[src/rtl/ss_guard_pkg.sv]
`timescale 1ns/1ps
package ss_guard_pkg;
    typedef enum logic [2:0] {
        OP_NOP      = 3'd0,
        OP_PUSH     = 3'd1,
        OP_POPCHK   = 3'd2,
        OP_SWAP     = 3'd3,
        OP_PLAIN_ST = 3'd4
    } ss_op_e;

    typedef enum logic [1:0] {
        S_IDLE = 2'd0,
        S_EVAL = 2'd1,
        S_MEM  = 2'd2,
        S_RESP = 2'd3
    } ss_state_e;

    localparam int CAUSE_W            = 6;
    localparam int CAUSE_SW_CHECK     = 18;
    localparam int CAUSE_STORE_FAULT  = 7;
    localparam int TVAL_RET_MISMATCH  = 3;

    localparam logic [1:0] PRIV_U = 2'b00;
    localparam logic [1:0] PRIV_S = 2'b01;
endpackage

[src/rtl/ss_mode_gate.sv]
`timescale 1ns/1ps
module ss_mode_gate
    import ss_guard_pkg::*;
(
    input  logic [1:0] priv,
    input  logic       virt,
    input  logic       cfg_m_ss_en,
    input  logic       cfg_h_ss_en,
    input  logic       cfg_s_ss_en,
    output logic       enabled
);
    always_comb begin
        unique case (priv)
            PRIV_U:  enabled = cfg_s_ss_en;
            PRIV_S:  enabled = virt ? cfg_h_ss_en : cfg_m_ss_en;
            default: enabled = 1'b0;
        endcase
    end
endmodule

[src/rtl/ss_perm_check.sv]
`timescale 1ns/1ps
module ss_perm_check (
    input  logic [2:0] perm,      // {X,W,R}
    output logic       ss_ok,     // page carries the shadow-stack encoding
    output logic       st_ok      // ordinary store allowed
);
    always_comb begin
        ss_ok = (perm == 3'b010);
        st_ok = perm[1] && perm[0];
    end
endmodule

[src/rtl/ss_guard.sv]
`timescale 1ns/1ps
module ss_guard
    import ss_guard_pkg::*;
#(
    parameter int XLEN = 64
) (
    input  logic                clk,
    input  logic                rst_n,
    input  logic                op_valid,
    input  logic [2:0]          op_kind,
    input  logic [1:0]          priv,
    input  logic                virt,
    input  logic                cfg_m_ss_en,
    input  logic                cfg_h_ss_en,
    input  logic                cfg_s_ss_en,
    input  logic                lr_sel,
    input  logic [XLEN-1:0]     lr_x1,
    input  logic [XLEN-1:0]     lr_x5,
    input  logic [XLEN-1:0]     swap_data,
    input  logic [XLEN-1:0]     st_addr,
    input  logic [2:0]          page_perm,
    input  logic                csr_we,
    input  logic [XLEN-1:0]     csr_wdata,
    output logic [XLEN-1:0]     ssp,
    output logic                mem_req,
    output logic                mem_we,
    output logic                mem_amo,
    output logic [XLEN-1:0]     mem_addr,
    output logic [XLEN-1:0]     mem_wdata,
    input  logic                mem_ack,
    input  logic [XLEN-1:0]     mem_rdata,
    output logic                done,
    output logic                exc_valid,
    output logic [CAUSE_W-1:0]  exc_cause,
    output logic [XLEN-1:0]     exc_tval,
    output logic [XLEN-1:0]     swap_result
);
    localparam int            STEP_BYTES = XLEN / 8;
    localparam logic [XLEN-1:0] STEP     = XLEN'(STEP_BYTES);

    ss_state_e state, state_nx;
    ss_op_e    op_q;

    logic              mode_en, ss_ok, st_ok;
    logic              en_q, ss_ok_q, st_ok_q;
    logic [XLEN-1:0]   ssp_q, lr_q, swap_q, st_addr_q;
    logic [XLEN-1:0]   addr_q, wdata_q, tval_q, res_q, acc_addr;
    logic              exc_q;
    logic [CAUSE_W-1:0] cause_q;
    logic              start;

    ss_mode_gate u_gate (
        .priv        (priv),
        .virt        (virt),
        .cfg_m_ss_en (cfg_m_ss_en),
        .cfg_h_ss_en (cfg_h_ss_en),
        .cfg_s_ss_en (cfg_s_ss_en),
        .enabled     (mode_en)
    );

    ss_perm_check u_perm (
        .perm  (page_perm),
        .ss_ok (ss_ok),
        .st_ok (st_ok)
    );

    assign start    = op_valid && (op_kind != OP_NOP);
    assign acc_addr = (op_q == OP_PUSH) ? (ssp_q - STEP) : ssp_q;

    // next-state logic
    always_comb begin
        state_nx = state;
        unique case (state)
            S_IDLE: if (start) state_nx = S_EVAL;
            S_EVAL: state_nx = (op_q != OP_PLAIN_ST && en_q && ss_ok_q) ? S_MEM : S_RESP;
            S_MEM:  if (mem_ack) state_nx = S_RESP;
            S_RESP: state_nx = S_IDLE;
            default: state_nx = S_IDLE;
        endcase
    end

    // state register
    always_ff @(posedge clk) begin
        if (!rst_n) state <= S_IDLE;
        else        state <= state_nx;
    end

    // datapath registers
    always_ff @(posedge clk) begin
        if (!rst_n) begin
            op_q      <= OP_NOP;
            en_q      <= 1'b0;
            ss_ok_q   <= 1'b0;
            st_ok_q   <= 1'b0;
            ssp_q     <= '0;
            lr_q      <= '0;
            swap_q    <= '0;
            st_addr_q <= '0;
            addr_q    <= '0;
            wdata_q   <= '0;
            tval_q    <= '0;
            res_q     <= '0;
            exc_q     <= 1'b0;
            cause_q   <= '0;
        end else begin
            unique case (state)
                S_IDLE: if (start) begin
                    op_q      <= ss_op_e'(op_kind);
                    lr_q      <= lr_sel ? lr_x5 : lr_x1;
                    swap_q    <= swap_data;
                    st_addr_q <= st_addr;
                    en_q      <= mode_en;
                    ss_ok_q   <= ss_ok;
                    st_ok_q   <= st_ok;
                    exc_q     <= 1'b0;
                    cause_q   <= '0;
                    tval_q    <= '0;
                end
                S_EVAL: begin
                    if (op_q == OP_PLAIN_ST) begin
                        if (!st_ok_q) begin
                            exc_q   <= 1'b1;
                            cause_q <= CAUSE_W'(CAUSE_STORE_FAULT);
                            tval_q  <= st_addr_q;
                        end
                    end else if (en_q) begin
                        if (!ss_ok_q) begin
                            exc_q   <= 1'b1;
                            cause_q <= CAUSE_W'(CAUSE_STORE_FAULT);
                            tval_q  <= acc_addr;
                        end else begin
                            addr_q  <= acc_addr;
                            wdata_q <= (op_q == OP_SWAP) ? swap_q : lr_q;
                        end
                    end
                end
                S_MEM: if (mem_ack) begin
                    unique case (op_q)
                        OP_PUSH:   ssp_q <= addr_q;
                        OP_POPCHK: begin
                            if (mem_rdata == lr_q) begin
                                ssp_q <= addr_q + STEP;
                            end else begin
                                exc_q   <= 1'b1;
                                cause_q <= CAUSE_W'(CAUSE_SW_CHECK);
                                tval_q  <= XLEN'(TVAL_RET_MISMATCH);
                            end
                        end
                        OP_SWAP:   res_q <= mem_rdata;
                        default:   ;
                    endcase
                end
                default: ;
            endcase
            if (csr_we) ssp_q <= csr_wdata;
        end
    end

    // outputs
    always_comb begin
        mem_req     = (state == S_MEM);
        mem_we      = (op_q != OP_POPCHK);
        mem_amo     = (op_q == OP_SWAP);
        mem_addr    = addr_q;
        mem_wdata   = wdata_q;
        done        = (state == S_RESP);
        exc_valid   = (state == S_RESP) && exc_q;
        exc_cause   = cause_q;
        exc_tval    = tval_q;
        swap_result = res_q;
        ssp         = ssp_q;
    end
endmodule

[config.mk]
export PLATFORM = sky130hd
export DESIGN_NAME = ss_guard
export DESIGN_NICKNAME = d
export VERILOG_FILES = /design/src/rtl/ss_guard_pkg.sv /design/src/rtl/ss_mode_gate.sv /design/src/rtl/ss_perm_check.sv /design/src/rtl/ss_guard.sv
export SDC_FILE = /design/constraint.sdc
export NUM_CORES = 1
export LEC_CHECK = 0
export ABC_CLOCK_PERIOD_IN_PS = 4950
export BUFFER_PORTS_ARGS = -buffer_cell sky130_fd_sc_hd__buf_2
export CORE_AREA = 10 10 279 281
export DETAILED_ROUTE_END_ITERATION = 8
export DIE_AREA = 0 0 289 291
export PLACE_DENSITY = 0.54
export SYNTH_ARGS = -nofsm -noshare
export SYNTH_HDL_FRONTEND = slang
export SYNTH_HIERARCHICAL = 1
export SYNTH_SLANG_ARGS = --single-unit
[constraint.sdc]
create_clock -name clk -period 4.95 [get_ports clk]
set_input_delay 0.495 -clock clk [delete_from_list [all_inputs] [get_ports clk]]
set_output_delay 0.495 -clock clk [all_outputs]
set_load 0.1 [all_outputs]
==> flow_summary.yaml <==
sta:
  finalSetupViolations: 0
  min_period_ns: 3.77
  timing.fmax_mhz: 265
  maxSlewViolCount: 0
  rsz0062_at_grt: "no"
  min_period_over_period_pct: 76.2
  hold_viol_final: 0
  finClkSkew_ns: 0.0211
  tns_ns: 0
  worst_pin_slew_ns: 1.12
  slew_headroom_pct: 24.4
synth:
  synthAdderAreaFrac_pct: 0.367
  synth_edf_count: 0
  ys_seq_elements: 523
  ys_top_cells_by_count: "794 x nand2_1, 523 x dfxtp_1, 277 x a21oi_1"
  synth_top_family_by_area: "simple AND/OR/NAND/NOR gates"
  yosys.area.top_type: "dfxtp_1"
  async_flop_share_pct: 0
  synth_compound_area_share_pct: 18.2
  synth-simple-area-share_pct: 23.4
  synthTopCellsByArea: "dfxtp_1 44%, nand2_1 12%, a21oi_1 5.8%, xnor2_1 4.6%, nor2_1 4.0%"
  synth_area_per_cell_um2: 7.88
  synth.top_cell.area_share_pct: 43.8
  synth_xor_area_share_pct: 6.45
  synth_most_common_cell: "nand2_1"
  synthFlopType: "dfxtp_1"
  synth_mux_area_share_pct: 3.31
  synthCells: 3032
  ys.warnings.count: 6
  synth_cell_type_count: 72
  seq_area_frac_synth_pct: 43.8
  syn_area_um2: 23900
min_path:
  hold_class: "input port to flop"
  hp-start: "st_addr[30]"
  worstHoldPathCells: 3
  min_to: "st_addr_q[30]"
critical_path:
  critPathMaxFanout: 64
  r2r_cells: 8
  r2r-start: "lr_q[16]"
  crit_required_ns: 5.53
  worst_ep_arrival_time_ns: 4.35
  crit_start: "lr_q[16]"
  startpoint_type: "flop"
  end_kind: "flop"
  worst_r2r_endpoint: "ssp[54]"
  path_class: "flop to flop"
  reg2reg_slack_ns: 1.18
power_and_ir_drop:
  p_leak_nw: 12.1
  pwr_density_cell_nw_per_um2: 435
  irDropWorstVdd_v: 0.000280
  p_total_mw: 13.2
placement:
  dp_hpwl_um: 85400
  gp_congestion: 0.905
  numPortBuffers: 730
  dp.cells: 4513
global_route:
  grt_pass1_vias: 23500
  grt-ovfl-total: 0
  antenna_found_initial: 31
  grt_usage_pct: 25.5
  grt_max_degree: 158
  grt_pass1_wl_um: 161000
clocking:
  path_clk_slew_ns: 0.06
  cts_max_path_buffers: 3
  cts_hold_buf: 0
  clk_latency_ns: 0.63
  cts_tree: "yes"
  htreeDepth: 2
  cts.sinks: 523
  cts_setup_buffers: 0
  post_cts_resized: 0
  clock-root-buffer: "clkbuf_16"
  cts_buffers: 60
detailed_routing:
  drt_first_pass_iters: 5
  drtAntennaViolNets: 0
  vias_per_cell: 5.21
  drt_iter0_markers: 1931
  drc_errors: 0
  wirelength_um: 113000
  wl_per_cell_um: 24.3
  num_vias: 24200
run_status:
  status: "finished clean"
floorplan:
  die_h_um: 291
  core_area_um2: 72300
  ios: 733
  dieArea_um2: 84100
  die_w_um: 289
  fp-row-count: 99
  initial_core_util_pct: 33.0
finish:
  syn_to_final_growth_pct: 26.8
  layout.nets: 4025
  layout-drive-gt1-share_pct: 24.8
  stdcell_count: 4637
  nFillCells: 7695
flow_run:
  max-cap-violations: 0
[kinds of logic after synthesis]
family | Yosys count
buffers and inverters | 266
XOR/XNOR | 176
other | 1
multiplexers | 79
AND/OR/NAND/NOR | 1296
adder cells (fa/ha/maj) | 7
flip-flops | 523
AO/OA/AOI/OAI | 684
[layout by cell type, fill, tap and decap left out, drive strengths merged, types with 5 or more instances in the layout]
cell,instances
a211oi,127
a311oi,64
a21o,12
mux2i,79
o22ai,8
o211ai,13
clkinv,15
xor2,50
a31o,12
a21oi,277
and3,11
o31ai,5
nor3,33
nand2b,12
o21ai,106
nand3,37
xnor2,126
a2bb2oi,11
nor4,41
inv,20
ha,7
diode,11
nand2,794
nand4,49
and4,10
o2111ai,26
nor2,255
or4,10
buf,768
nand4b,7
or3,11
dfxtp,523
nor3b,6
a211o,9
clkbuf,89
and2,7
[critical path, stage by stage, from the launching register on]
cell and delay (ns):
dfxtp_1 0.36, xnor2_1 0.56, nand4_1 0.23, nor4_1 0.58, nand4_1 0.56, o31a_2 0.47, buf_4 0.31, a2111oi_0 0.42
a31o_1 0.14
[worst max path at each step]
stage	end	slack, ns	cells past startpoint
6_report	ssp[54]	1.18	8
2_1_floorplan	ssp[63]	1.74	8
3_3_place_gp	ssp[54]	1.12	9
4_1_cts	ssp[54]	1.25	8
5_1_grt	ssp[54]	1.11	8
3_5_place_dp	ssp[54]	1.03	9
[report_power, final]
| part | switching [mW] | internal, mW | total, mW |
|---|---|---|---|
| combinational | 2.56 | 0.947 | 3.51 |
| clock | 1.91 | 2.69 | 4.60 |
| sequential | 0.419 | 4.66 | 5.07 |
[sequential cells by signal, indices dropped and copies added (netlist names), 64 cells and up]
name         flops
swap_q          64
mem_wdata       64
st_addr_q       64
exc_tval        64
lr_q            64
mem_addr        64
swap_result     64
ssp             64
[per-stage QoR]
stage	utilization (%)	cell area (um^2)	worst slack, ns	hold slack (ns)
after floorplan	-	23900	1.74	0.433
after global placement	39.0	28200	1.12	0.439
after detailed placement	39.0	28200	1.03	0.438
after CTS	41.8	30300	1.25	0.0664
after global routing	41.8	30300	1.11	0.0876
final	41.9	30300	1.18	0.0981
[routing by layer]
layer	global-route usage, %	routed length [um]	vias up
met1	29.8	43500	11400
met3	6.70	9590	181
met5	0	217	-
li1	-	-	11700
met4	8.85	3910	32
met2	44.1	55600	921
[area by class of cell]
cell class / instances / area, um^2 / share of cell area (%)
Antenna cell: 11 / 27.5 / 0.0909
Clock buffer: 89 / 1780 / 5.88
Clock inverter: 24 / 241 / 0.797
Inverter: 19 / 78.8 / 0.260
Multi-Input combinational cell: 2244 / 12400 / 41.1
Sequential cell: 523 / 10500 / 34.6
Tap cell: 959 / 1200 / 3.96
Timing Repair Buffer: 768 / 4040 / 13.4
(Power assumes the default switching activity.)
